## src/rtl/rtc_pkg.sv

```systemverilog
`timescale 1ns/1ps
package rtc_pkg;
    localparam int UNITS   = 4;
    localparam int SOURCES = UNITS + 1;
    localparam int CNT_W   = 6;

    typedef enum logic [2:0] {
        A_RUN  = 3'd0,
        A_CTRL = 3'd1,
        A_SEC  = 3'd2,
        A_MIN  = 3'd3,
        A_HOUR = 3'd4,
        A_DOW  = 3'd5
    } addr_e;

    typedef struct packed {
        logic [1:0]         mode;
        logic [SOURCES-1:0] en;
    } ctrl_t;

    function automatic int unit_limit(input int idx);
        case (idx)
            0:       return 59;
            1:       return 59;
            2:       return 23;
            default: return 6;
        endcase
    endfunction
endpackage

```

## src/rtl/rtc_ctrl_regs.sv

```systemverilog
`timescale 1ns/1ps
module rtc_ctrl_regs
    import rtc_pkg::*;
#(
    parameter int ADDR_W = 3,
    parameter int DATA_W = 8
) (
    input  logic              clk,
    input  logic              rst_n,
    input  logic              tick_rise,
    input  logic              wr_en,
    input  logic [ADDR_W-1:0] wr_addr,
    input  logic [DATA_W-1:0] wr_data,
    output logic              start_o,
    output logic              status_o,
    output logic              unlocked_o,
    output ctrl_t             ctrl_o
);
    localparam int CTRL_W = $bits(ctrl_t);

    typedef struct packed {
        logic  start;
        logic  status;
        ctrl_t ctrl;
    } st_t;

    st_t st_d, st_q;
    logic unlocked;

    always_comb begin
        st_d     = st_q;
        unlocked = !st_q.start && !st_q.status;
        if (wr_en && wr_addr == ADDR_W'(A_RUN))
            st_d.start = wr_data[0];
        if (wr_en && unlocked && wr_addr == ADDR_W'(A_CTRL))
            st_d.ctrl = ctrl_t'(wr_data[CTRL_W-1:0]);
        if (tick_rise)
            st_d.status = st_q.start;
    end

    always_ff @(posedge clk or negedge rst_n) begin
        if (!rst_n) st_q <= '0;
        else        st_q <= st_d;
    end

    assign start_o    = st_q.start;
    assign status_o   = st_q.status;
    assign unlocked_o = unlocked;
    assign ctrl_o     = st_q.ctrl;

    // the control field cannot move while counting is requested or active
    p_ctrl_locked_r2: assert property (@(posedge clk) disable iff (!rst_n)
        (st_q.start || st_q.status) |=> $stable(st_q.ctrl));
    // the running flag changes only on a strobe rise
    p_status_on_tick_r3: assert property (@(posedge clk) disable iff (!rst_n)
        !tick_rise |=> $stable(st_q.status));
endmodule

```

## src/rtl/rtc_unit_counter.sv

```systemverilog
`timescale 1ns/1ps
module rtc_unit_counter #(
    parameter int W     = 6,
    parameter int LIMIT = 59
) (
    input  logic         clk,
    input  logic         rst_n,
    input  logic         carry_in,
    input  logic         ld,
    input  logic [W-1:0] ld_val,
    output logic [W-1:0] cnt_o,
    output logic         carry_out
);
    localparam logic [W-1:0] LIM = W'(LIMIT);

    typedef struct packed {
        logic [W-1:0] cnt;
    } st_t;

    st_t st_d, st_q;

    always_comb begin
        st_d      = st_q;
        carry_out = carry_in && (st_q.cnt == LIM);
        if (ld)
            st_d.cnt = ld_val;
        else if (carry_in)
            st_d.cnt = (st_q.cnt == LIM) ? '0 : st_q.cnt + 1'b1;
    end

    always_ff @(posedge clk or negedge rst_n) begin
        if (!rst_n) st_q <= '0;
        else        st_q <= st_d;
    end

    assign cnt_o = st_q.cnt;

    // count never leaves its range
    p_in_range_r4: assert property (@(posedge clk) disable iff (!rst_n)
        st_q.cnt <= LIM);
    // without a carry or a load the count holds
    p_hold_r3: assert property (@(posedge clk) disable iff (!rst_n)
        (!carry_in && !ld) |=> $stable(st_q.cnt));
endmodule

```

## src/rtl/rtc_time_chain.sv

```systemverilog
`timescale 1ns/1ps
module rtc_time_chain
    import rtc_pkg::*;
#(
    parameter int ADDR_W = 3,
    parameter int DATA_W = 8
) (
    input  logic                         clk,
    input  logic                         rst_n,
    input  logic                         advance,
    input  logic                         load_ok,
    input  logic                         wr_en,
    input  logic [ADDR_W-1:0]            wr_addr,
    input  logic [DATA_W-1:0]            wr_data,
    output logic [UNITS-1:0][CNT_W-1:0]  cnt_o,
    output logic [SOURCES-1:0]           events_o
);
    logic [UNITS:0] carry;
    assign carry[0] = advance;

    for (genvar i = 0; i < UNITS; i++) begin : g_unit
        localparam int LIM = unit_limit(i);
        logic ld;
        assign ld = wr_en && load_ok
                 && (wr_addr == ADDR_W'(int'(A_SEC) + i))
                 && (wr_data <= DATA_W'(LIM));
        rtc_unit_counter #(.W(CNT_W), .LIMIT(LIM)) u_cnt (
            .clk       (clk),
            .rst_n     (rst_n),
            .carry_in  (carry[i]),
            .ld        (ld),
            .ld_val    (wr_data[CNT_W-1:0]),
            .cnt_o     (cnt_o[i]),
            .carry_out (carry[i+1])
        );
    end

    assign events_o = carry;
endmodule

```

## src/rtl/rtc_irq_sel.sv

```systemverilog
`timescale 1ns/1ps
module rtc_irq_sel
    import rtc_pkg::*;
(
    input  logic               clk,
    input  logic               rst_n,
    input  ctrl_t              ctrl,
    input  logic [SOURCES-1:0] events,
    output logic               irq_o
);
    typedef struct packed {
        logic irq;
    } st_t;

    st_t st_d, st_q;
    logic [SOURCES-1:0] pick;

    always_comb begin
        pick       = ctrl.en & (~ctrl.en + SOURCES'(1));
        st_d.irq   = (ctrl.mode == 2'b00) && |(pick & events);
    end

    always_ff @(posedge clk or negedge rst_n) begin
        if (!rst_n) st_q <= '0;
        else        st_q <= st_d;
    end

    assign irq_o = st_q.irq;

    // any compare mode silences the periodic interrupt
    p_mode_blocks_r5: assert property (@(posedge clk) disable iff (!rst_n)
        (ctrl.mode != 2'b00) |=> !st_q.irq);
    // at most one source is honoured
    p_single_pick_r7: assert property (@(posedge clk) disable iff (!rst_n)
        $onehot0(pick));
    // no interrupt without a selected event
    p_needs_event_r6: assert property (@(posedge clk) disable iff (!rst_n)
        !(|events) |=> !st_q.irq);
endmodule

```

## src/rtl/rtc_periodic_irq.sv

```systemverilog
`timescale 1ns/1ps
module rtc_periodic_irq
    import rtc_pkg::*;
#(
    parameter int ADDR_W = 3,
    parameter int DATA_W = 8
) (
    input  logic              clk,
    input  logic              rst_n,
    input  logic              tick,
    input  logic              wr_en,
    input  logic [ADDR_W-1:0] wr_addr,
    input  logic [DATA_W-1:0] wr_data,
    input  logic [ADDR_W-1:0] rd_addr,
    output logic [DATA_W-1:0] rd_data,
    output logic              irq
);
    typedef struct packed {
        logic tick;
    } st_t;

    st_t st_d, st_q;
    logic tick_rise, start, status, unlocked, advance;
    ctrl_t ctrl;
    logic [UNITS-1:0][CNT_W-1:0] cnt;
    logic [SOURCES-1:0] events;

    always_comb begin
        st_d.tick = tick;
        tick_rise = tick && !st_q.tick;
        advance   = tick_rise && start && status;
    end

    always_ff @(posedge clk or negedge rst_n) begin
        if (!rst_n) st_q <= '0;
        else        st_q <= st_d;
    end

    rtc_ctrl_regs #(.ADDR_W(ADDR_W), .DATA_W(DATA_W)) u_regs (
        .clk        (clk),
        .rst_n      (rst_n),
        .tick_rise  (tick_rise),
        .wr_en      (wr_en),
        .wr_addr    (wr_addr),
        .wr_data    (wr_data),
        .start_o    (start),
        .status_o   (status),
        .unlocked_o (unlocked),
        .ctrl_o     (ctrl)
    );

    rtc_time_chain #(.ADDR_W(ADDR_W), .DATA_W(DATA_W)) u_chain (
        .clk      (clk),
        .rst_n    (rst_n),
        .advance  (advance),
        .load_ok  (unlocked),
        .wr_en    (wr_en),
        .wr_addr  (wr_addr),
        .wr_data  (wr_data),
        .cnt_o    (cnt),
        .events_o (events)
    );

    rtc_irq_sel u_irq (
        .clk    (clk),
        .rst_n  (rst_n),
        .ctrl   (ctrl),
        .events (events),
        .irq_o  (irq)
    );

    always_comb begin
        rd_data = '0;
        case (rd_addr)
            ADDR_W'(A_RUN):  rd_data = DATA_W'({status, start});
            ADDR_W'(A_CTRL): rd_data = DATA_W'(ctrl);
            ADDR_W'(A_SEC):  rd_data = DATA_W'(cnt[0]);
            ADDR_W'(A_MIN):  rd_data = DATA_W'(cnt[1]);
            ADDR_W'(A_HOUR): rd_data = DATA_W'(cnt[2]);
            ADDR_W'(A_DOW):  rd_data = DATA_W'(cnt[3]);
            default:         rd_data = '0;
        endcase
    end

    // interrupt is a single-cycle pulse
    p_irq_pulse_r10: assert property (@(posedge clk) disable iff (!rst_n)
        irq |=> !irq);
    // unimplemented control bit always reads 0
    p_bit7_zero_r8: assert property (@(posedge clk) disable iff (!rst_n)
        (rd_addr == ADDR_W'(A_CTRL)) |-> !rd_data[DATA_W-1]);
endmodule

```

## config.mk

```make
export PLATFORM = sky130hd
export DESIGN_NAME = rtc_periodic_irq
export DESIGN_NICKNAME = d
export VERILOG_FILES = /design/src/rtl/rtc_pkg.sv /design/src/rtl/rtc_ctrl_regs.sv /design/src/rtl/rtc_unit_counter.sv /design/src/rtl/rtc_time_chain.sv /design/src/rtl/rtc_irq_sel.sv /design/src/rtl/rtc_periodic_irq.sv
export SDC_FILE = /design/constraint.sdc
export NUM_CORES = 1
export LEC_CHECK = 0
export ABC_AREA = 0
export BUFFER_PORTS_ARGS = -buffer_cell sky130_fd_sc_hd__buf_2
export CAP_MARGIN = 0
export CORE_ASPECT_RATIO = 0.6
export CORE_UTILIZATION = 40
export CTS_BUF_LIST = sky130_fd_sc_hd__clkbuf_8
export DETAILED_ROUTE_END_ITERATION = 12
export GPL_TIMING_DRIVEN = 0
export PLACE_DENSITY = 0.54
export SYNTH_ARGS = -nofsm -noshare
export SYNTH_HDL_FRONTEND = slang
export SYNTH_SLANG_ARGS = --single-unit
```

## constraint.sdc

```tcl
create_clock -name clk -period 3.3 [get_ports clk]
set_input_delay 0.99 -clock clk [delete_from_list [all_inputs] [get_ports clk]]
set_output_delay 0.99 -clock clk [all_outputs]
set_load 0.005 [all_outputs]
```

==> results of run 1 <==
[how the worst max path moves through the flow]
stage	slack (ns)	endpoint	cells past startpoint	start
after CTS	0.12	rd_data[4]	6	rd_addr[1]
after detailed placement	-0.05	rd_data[4]	6	rd_addr[2]
final	0.19	rd_data[4]	6	rd_addr[2]
after floorplan	0.29	rd_data[2]	5	rd_addr[2]
after global routing	0.11	rd_data[4]	6	rd_addr[2]
after global placement	-0.04	rd_data[4]	6	rd_addr[2]
[per-layer routing]
metal | track usage [%] | share of wire, %
met2 | 32.81 | 39
met3 | 4.724 | 7.5
met5 | 0 | 0
met1 | 38.28 | 53
met4 | 4.348 | 0.73
[worst reg2reg max path, stage by stage, from the launching register on]
cell and delay, ns:
dfrtp_1 0.47, ha_1 0.26, nand3b_1 0.21, nor2_2 0.43, a21oi_1 0.26, o21ai_0 0.21, o311ai_0 0.15
[power breakdown]
part           leakage [uW]  total (uW)  switching [uW]  internal [uW]
clock             0.0000505         300             158            142
sequential         0.000455         628             118            510
combinational      0.000648         245             121            124
[stage by stage]
stage / hold WS, ns / cells / power, uW / area [sq um] / setup WS (ns)
detailed placement: 0.5265 / 357 / 877.3 / 2525 / -0.05491
global placement: 0.5163 / 357 / 875.9 / 2525 / -0.04308
global route: 0.5792 / 365 / 1263 / 2610 / 0.1052
finish: 0.5387 / 365 / 1174 / 2610 / 0.1896
CTS: 0.5428 / 365 / 1181 / 2609 / 0.1225
floorplan: 0.4941 / 254 / 765.8 / 2310 / 0.2896
[sequential cells by signal (all words and copies together), names as in the netlist]
register	cells
u_chain.g_unit.u_cnt.cnt_o	24
u_regs.ctrl_o	7
st_q	1
u_irq.irq_o	1
u_regs.start_o	1
u_regs.status_o	1
[logic make-up (layout without fill, tap and decap cells)]
family	after synthesis	after routing	synth area share (%)
simple gates	117	117	30.01
mux	18	18	8.884
buf+inv	16	47	3.142
xor+xnor	2	2	0.7585
other cells	1	1	0.1624
compound gates	60	60	16.41
flops	35	35	37.92
fa+ha+maj	5	5	2.709
[final cells by class]
type | instances | area, sq um | share of cell area [%]
Buffer | 10 | 53.80 | 2.061
Clock buffer | 5 | 68.82 | 2.637
Clock inverter | 3 | 12.51 | 0.4794
Inverter | 6 | 22.52 | 0.8629
Multi-Input combinational cell | 203 | 1361 | 52.16
Sequential cell | 35 | 875.8 | 33.56
Tap cell | 80 | 100.1 | 3.835
Timing Repair Buffer | 23 | 115.1 | 4.410
[placed cells by master (no fill, tap or decap), types with 3 or more instances in the layout]
cell type / Yosys / routed
o311ai_0: 4 / 4
nor3_1: 8 / 8
nor4_1: 5 / 5
clkbuf_2: 0 / 3
and3_1: 5 / 5
buf_2: 4 / 27
or3_1: 5 / 5
and4b_1: 3 / 3
mux2i_1: 7 / 7
a221oi_1: 4 / 4
nand3b_1: 3 / 3
dfrtp_1: 35 / 35
nor2_1: 21 / 21
nand3_1: 11 / 11
o21ai_0: 15 / 15
mux2_2: 10 / 10
a21oi_1: 22 / 22
ha_1: 5 / 5
nor2b_1: 5 / 5
nand2_1: 26 / 26
inv_1: 6 / 8
clkbuf_8: 0 / 5
nand4_1: 3 / 3
a31oi_1: 3 / 3
==> flow_summary_export.csv, run 1 <==
group,metric,value,unit
status,status,"complete, no violations",
timing,finalClockSkew,0.005370,ns
synthesis,synth_top_cell_by_area,"dfrtp_1",
critical_path,cpLargestDelayFamily,"buffers and inverters",
synthesis,synth_area_per_cell,9.093,sq um
route,drt-pass1-iter-count,4,
critical_path,timing.rr.end,"u_chain.g_unit[2].u_cnt.cnt_o[3]",
global_routing,grt_first_pass_wirelength,10.72,mm
clock_tree,clk_pin_slew_worst_paths,0.07,ns
floorplan,dieArea,6092,sq um
floorplan,pin_count,27,
timing,final_max_slew_viol_count,0,
timing,max-slew-margin-rel,46.63,%
timing,tns,0,ns
timing,worst_pin_slew,0.8005,ns
critical_path,critical_path_class,"input pin to output port",
clock_tree,cts_tree,"built",
placed_design,port_buffers,23,
route,wl,6.598,mm
worst_hold_path,min_to,"u_regs.ctrl_o[2]",
synthesis,syn-num-nets,277,
critical_path,ff2ff_path_depth,6,
timing,fin_crit_sh,94.25,%
critical_path,critPathBufInv,3,
finish,fillers,573,
synthesis,ys_top_cells_by_area,"dfrtp_1 38%, mux2_2 4.9%, a21oi_1 4.8%",
critical_path,cp.arrival,2.12,ns
route,drt_iter0_drc,133,
critical_path,cpPeakStageDelay,0.32,ns
synthesis,ys_seq_elements,35,
global_routing,grt_pass1_vias,1933,
critical_path,worstSetupStartpointType,"input pin",
job,cap_viol_max_count,0,
synthesis,synth.top_cell.area_share,37.92,%
synthesis,syn_inst,254,
synthesis,yosys_warnings,0,
global_routing,overflow,0,
timing,rsz0062_at_grt,"false",
route,num_vias,2106,
floorplan,dieHeight,60.86,um
timing,hold_viol_final,0,
pwr,powerDensity,449.9,nW/um^2
route,ant_nets,0,
pwr,leakage,0.001153,uW
critical_path,crit_slowest_cell,"a221oi_1",
critical_path,worst_setup_path_end_kind,"output port",
critical_path,crit_chain,"clkbuf_2 -> nor2b_1 -> clkbuf_2 -> a221oi_1 -> a21oi_1 -> buf_2",
synthesis,synth-async-reset-ratio,100.0,%
global_routing,grt_max_degree,36,
finish,fin_nets,307,
finish,syn_to_final_growth,13.00,%
floorplan,die_x,100.1,um
clock_tree,cts.htree.levels,2,
clock_tree,numCtsBuffers,5,
floorplan,initial_core_util,41.46,%
clock_tree,cts.path.max_buffers,2,
clock_tree,cts_setup_buffers,0,
placed_design,gp_congestion,0.8433,
synthesis,yosysMostFrequentCell,"dfrtp_1",
global_routing,grt_usage,23.95,%
placed_design,hpwlAfterDp,4.884,mm
critical_path,rr_startpoint,"u_chain.g_unit[1].u_cnt.cnt_o[0]",
worst_hold_path,hp-class,"register to register",
timing,max_freq,321.5,MHz
worst_hold_path,hold_start,"u_regs.ctrl_o[2]",
clock_tree,ctsHoldBuffers,0,
synthesis,synth_edf_count,0,
synthesis,syn_area,2310,sq um
critical_path,cpMostUsedCell,"clkbuf_2",
route,drc,0,
timing,post-route-min-period,3.110,ns
finish,utilization,46.86,%
critical_path,path_max_fanout,10,
critical_path,r2r_slack,1.16,ns
floorplan,rows,21,
pwr,peakVddDrop,202.9,uV
route,wl_per_cell,18.08,um
global_routing,antenna_found_initial,0,
synthesis,synth_flop_cell,"dfrtp_1",
route,routed_via_density,5.770,
floorplan,core_area,5570,sq um
synthesis,yosysSeqAreaShare,37.92,%
synthesis,ys_types,52,
worst_hold_path,hold_path_depth,1,
critical_path,worst_ep_required_time,2.31,ns
finish,drive_gt1_share,21.40,%
timing,setup_violations,0,
clock_tree,ctsResizeCount,2,
clock_tree,cts_sinks,35,
clock_tree,clock_latency,0.29,ns
synthesis,yosys-top-cells-count,"35 x dfrtp_1, 26 x nand2_1, 22 x a21oi_1",
clock_tree,cts-root-buf,"clkbuf_8",
finish,diodes,0,
(Power assumes the default switching activity.)
==> run 2, diff against run 1 <==
GPL_TIMING_DRIVEN = default   (was 0)
==> run 2 against run 1 <==
Critical path depth is the same; register-to-register slack lost 0.11 ns; combinational power is essentially flat; hold slack gained 0.018 ns; worst setup slack gained 0.046 ns; global-route usage shrank 0.27 points; via count grew 1.9%; non-clock buffer count shrank 6; power grew 0.87%; wire length grew 0.21%; die area is the same; largest cell class unchanged; largest power group unchanged.
==> flow_summary_export.csv, run 2 (synthesis results as in run 1) <==
group,metric,value,unit
route,ant_nets,0,
finish,final_common_cell,"dfrtp_1",
clock_tree,cts.path.max_buffers,2,
finish,fin_nets,301,
clock_tree,cts_tree,"built",
clock_tree,cts.htree.levels,2,
timing,setup_violations,0,
critical_path,ff2ff_path_depth,6,
route,drt-pass1-iter-count,5,
timing,worst_pin_slew,0.8401,ns
floorplan,core_area,5570,sq um
finish,finalNonFillerCells,359,
floorplan,dieArea,6092,sq um
finish,drive_gt1_share,20.79,%
pwr,powerDensity,458.4,nW/um^2
pwr,peakVddDrop,178.3,uV
worst_hold_path,hold_start,"u_regs.ctrl_o[2]",
timing,final_max_slew_viol_count,0,
finish,final_cell_mix,"35 x dfrtp_1, 26 x nand2_1, 25 x buf_2",
route,wl_per_cell,18.42,um
critical_path,worst_ep_required_time,2.31,ns
global_routing,antenna_found_initial,0,
floorplan,die_x,100.1,um
critical_path,critPathLaunch,"rd_addr[1]",
timing,post-route-min-period,3.064,ns
finish,largest_reg_flops,24,
pwr,power,1184,uW
clock_tree,clock_latency,0.29,ns
timing,fin_crit_sh,92.85,%
finish,fillers,564,
finish,syn_to_final_growth,11.86,%
global_routing,overflow,0,
global_routing,grt_first_pass_wirelength,10.52,mm
worst_hold_path,hold_path_depth,1,
pwr,leakage,0.001124,uW
floorplan,rows,21,
timing,finalClockSkew,0.005293,ns
route,routed_via_density,5.978,
finish,diodes,0,
floorplan,dieHeight,60.86,um
placed_design,hpwlAfterDp,4.829,mm
global_routing,grt_pass1_vias,1886,
worst_hold_path,hp-class,"register to register",
route,drc,0,
route,num_vias,2146,
route,drt_iter0_drc,140,
clock_tree,cts-root-buf,"clkbuf_8",
critical_path,rr_startpoint,"u_chain.g_unit[0].u_cnt.cnt_o[0]",
global_routing,grt_usage,23.68,%
critical_path,cp.arrival,2.07,ns
critical_path,path_max_fanout,10,
worst_hold_path,min_to,"u_regs.ctrl_o[2]",
clock_tree,clk_pin_slew_worst_paths,0.07,ns
critical_path,timing.rr.end,"u_chain.g_unit[2].u_cnt.cnt_o[3]",
timing,max_freq,326.4,MHz
clock_tree,cts_setup_buffers,0,
timing,hold_viol_final,0,
route,wl,6.612,mm
job,cap_viol_max_count,0,
critical_path,worst_setup_path_end_kind,"output port",
clock_tree,ctsHoldBuffers,0,
critical_path,r2r_slack,1.05,ns
timing,tns,0,ns
timing,max-slew-margin-rel,43.99,%
global_routing,grt_max_degree,36,
placed_design,port_buffers,25,
floorplan,initial_core_util,41.46,%
status,status,"complete, no violations",
critical_path,worstSetupStartpointType,"input pin",
critical_path,critical_path_class,"input pin to output port",
clock_tree,ctsResizeCount,0,
floorplan,pin_count,27,
clock_tree,numCtsBuffers,5,
placed_design,dp.cells,351,
clock_tree,cts_sinks,35,
timing,rsz0062_at_grt,"false",
placed_design,gp_congestion,0.8412,
run 2: worst max-delay path, stage by stage:
cell and delay [ns]:
buf_2 0.17, nor2b_1 0.33, buf_4 0.22, a21oi_1 0.07, a21oi_1 0.16, buf_2 0.13
run 2: power breakdown:
part / leakage [uW] / internal (uW) / switching (uW)
combinational: 0.000622 / 124 / 122
clock: 0.0000477 / 145 / 164
sequential: 0.000455 / 510 / 119
total: 0.00112 / 779 / 405
run 2: cell type report:
class	count	area, sq um	area share, %
Clock inverter	3	15.01	0.5811
Sequential cell	35	875.8	33.90
Inverter	6	22.52	0.8717
Clock buffer	5	68.82	2.663
Tap cell	80	100.1	3.874
Multi-Input combinational cell	203	1361	52.69
Timing Repair Buffer	27	140.1	5.424
run 2: worst max-delay path by stage:
stage	endpoint	slack, ns	cells after the start
floorplan	rd_data[2]	0.29	5
global placement	rd_data[2]	0.30	6
detailed placement	rd_data[2]	0.26	6
CTS	rd_data[1]	0.26	6
global route	rd_data[3]	0.12	6
finish	rd_data[1]	0.24	6
run 2: layer usage:
metal	global-route usage (%)	wire (um)	vias to the layer above
met1	36.74	3493	1065
met2	33.40	2661	77
met3	4.378	414	4
li1	-	-	1000
met4	6.211	43	0
met5	0	0	-
run 2: metrics by stage:
| step | cell area, sq um | setup slack [ns] | utilization, % | hold slack, ns |
|---|---|---|---|---|
| global route | 2584 | 0.1220 | 46.38 | 0.5798 |
| CTS | 2584 | 0.2565 | 46.38 | 0.5546 |
| floorplan | 2310 | 0.2896 | - | 0.4941 |
| detailed placement | 2500 | 0.2578 | 44.88 | 0.5378 |
| global placement | 2500 | 0.2974 | 44.88 | 0.5306 |
| finish | 2584 | 0.2360 | 46.38 | 0.5565 |
==> run 3, diff against run 2 <==
PLACE_DENSITY = default   (was 0.54)
PLACE_DENSITY_LB_ADDON = 0.12   (was default)
clock period = 3.65 ns   (was 3.3 ns; I/O delays follow)
==> run 3 against run 2 <==
Sequential cell count did not move; wire length fell by 2.1%; critical path depth down 1; first-iteration DRC count rose by 7.9%; sequential share of layout area is 0.13 points higher; power fell by 10%; sequential power decreased by 9.4%; critical path type unchanged; largest cell class unchanged; largest power group unchanged.
==> flow_summary_export.csv, run 3 (synthesis results as in run 1) <==
group,metric,value,unit
status,status,"complete, no violations",
critical_path,r2r_slack,1.41,ns
route,drt_iter0_drc,151,
clock_tree,cts.path.max_buffers,2,
global_routing,grt_first_pass_wirelength,10.70,mm
timing,setup_violations,0,
critical_path,ff2ff_path_depth,6,
worst_hold_path,hold_path_depth,2,
critical_path,rr_startpoint,"u_chain.g_unit[0].u_cnt.cnt_o[0]",
global_routing,antenna_found_initial,0,
timing,rsz0062_at_grt,"false",
clock_tree,cts.htree.levels,2,
placed_design,hpwlAfterDp,4.800,mm
critical_path,critical_path_class,"input pin to output port",
clock_tree,cts_setup_buffers,0,
floorplan,dieArea,6092,sq um
finish,largest_reg_flops,24,
finish,drive_gt1_share,19.78,%
finish,final_common_cell,"dfrtp_1",
critical_path,cp.arrival,2.15,ns
placed_design,dpl-instance-area,2492,sq um
global_routing,overflow,0,
pwr,powerDensity,413.2,nW/um^2
finish,syn_to_final_growth,11.43,%
timing,finalWorstSetupSlack,0.4046,ns
timing,fin_crit_sh,88.91,%
route,wl_per_cell,18.08,um
placed_design,gp_congestion,0.8973,
finish,utilization,46.20,%
worst_hold_path,min_to,"u_chain.g_unit[0].u_cnt.cnt_o[1]",
clock_tree,cts-root-buf,"clkbuf_8",
timing,post-route-min-period,3.245,ns
timing,hold_viol_final,0,
finish,diodes,0,
clock_tree,ctsHoldBuffers,0,
timing,max-slew-margin-rel,46.14,%
placed_design,place_ws,0.4224,ns
route,drt-pass1-iter-count,4,
timing,max_freq,308.1,MHz
floorplan,dieHeight,60.86,um
finish,multi_input_area,1361,sq um
clock_tree,clk_pin_slew_worst_paths,0.07,ns
critical_path,worst_setup_path_end_kind,"output port",
clock_tree,ctsResizeCount,0,
placed_design,port_buffers,25,
global_routing,grt_pass1_vias,1941,
global_routing,grt_max_degree,36,
finish,final_cell_mix,"35 x dfrtp_1, 26 x nand2_1, 25 x buf_2",
finish,regArea,875.8,sq um
floorplan,core_area,5570,sq um
worst_hold_path,hold_start,"u_chain.g_unit[0].u_cnt.cnt_o[1]",
clock_tree,clock_latency,0.29,ns
route,routed_via_density,5.723,
route,num_vias,2049,
floorplan,pin_count,27,
finish,fillers,591,
route,drc,0,
critical_path,timing.rr.end,"u_chain.g_unit[2].u_cnt.cnt_o[3]",
job,cap_viol_max_count,0,
clock_tree,cts_tree,"built",
critical_path,path_max_fanout,10,
finish,finalInstanceArea,2574,sq um
clock_tree,numCtsBuffers,5,
finish,fin_nets,300,
floorplan,rows,21,
clock_tree,cts_sinks,35,
pwr,leakage,0.001122,uW
timing,finalClockSkew,0.006579,ns
critical_path,worst_ep_required_time,2.55,ns
timing,tns,0,ns
floorplan,die_x,100.1,um
global_routing,grt_usage,23.92,%
route,wl,6.472,mm
timing,worst_pin_slew,0.8080,ns
worst_hold_path,hp-class,"register to register",
pwr,peakVddDrop,215.0,uV
timing,final_max_slew_viol_count,0,
route,ant_nets,0,
critical_path,worstSetupStartpointType,"input pin",
floorplan,initial_core_util,41.46,%
## run 3: worst max path at each step
stage / start / endpoint / slack, ns / depth (start not counted)
2_1_floorplan: rd_addr[2] / rd_data[2] / 0.43 / 5
3_3_place_gp: rd_addr[0] / rd_data[0] / 0.44 / 5
3_5_place_dp: rd_addr[0] / rd_data[0] / 0.42 / 5
4_1_cts: rd_addr[2] / rd_data[4] / 0.43 / 5
5_1_grt: rd_addr[2] / rd_data[4] / 0.33 / 6
6_report: rd_addr[2] / rd_data[4] / 0.40 / 5
## run 3: stage by stage
| step | std cells | hold slack [ns] | total power (uW) |
|---|---|---|---|
| after floorplan | 254 | 0.4941 | 692.4 |
| after global placement | 350 | 0.5360 | 790.0 |
| after detailed placement | 350 | 0.5427 | 792.5 |
| after CTS | 358 | 0.5591 | 1067 |
| after global routing | 358 | 0.5859 | 1132 |
| final | 358 | 0.5531 | 1063 |
## run 3: layer usage
layer  share of wire (%)  track usage, %  up-vias
li1                    -               -     1006
met5                   0               0        -
met3                 7.1           5.069        6
met4                0.71           4.969        0
met1                  55           38.01      974
met2                  37           32.61       63
## run 3: worst max-delay path, stage by stage
cell and delay, ns:
buf_2 0.24, nor2b_1 0.32, a221oi_1 0.12, a21oi_1 0.22, buf_2 0.16
## run 3: layout make-up
cell class                      count  share of cell area (%)
Clock buffer                        5                   2.674
Clock inverter                      3                  0.4861
Inverter                            6                  0.8751
Multi-Input combinational cell    203                   52.89
Sequential cell                    35                   34.03
Tap cell                           80                   3.889
Timing Repair Buffer               26                   5.153
## run 3: power breakdown
group	internal, uW	switching (uW)
combinational	112	108
clock	128	145
sequential	461	109
total	702	362
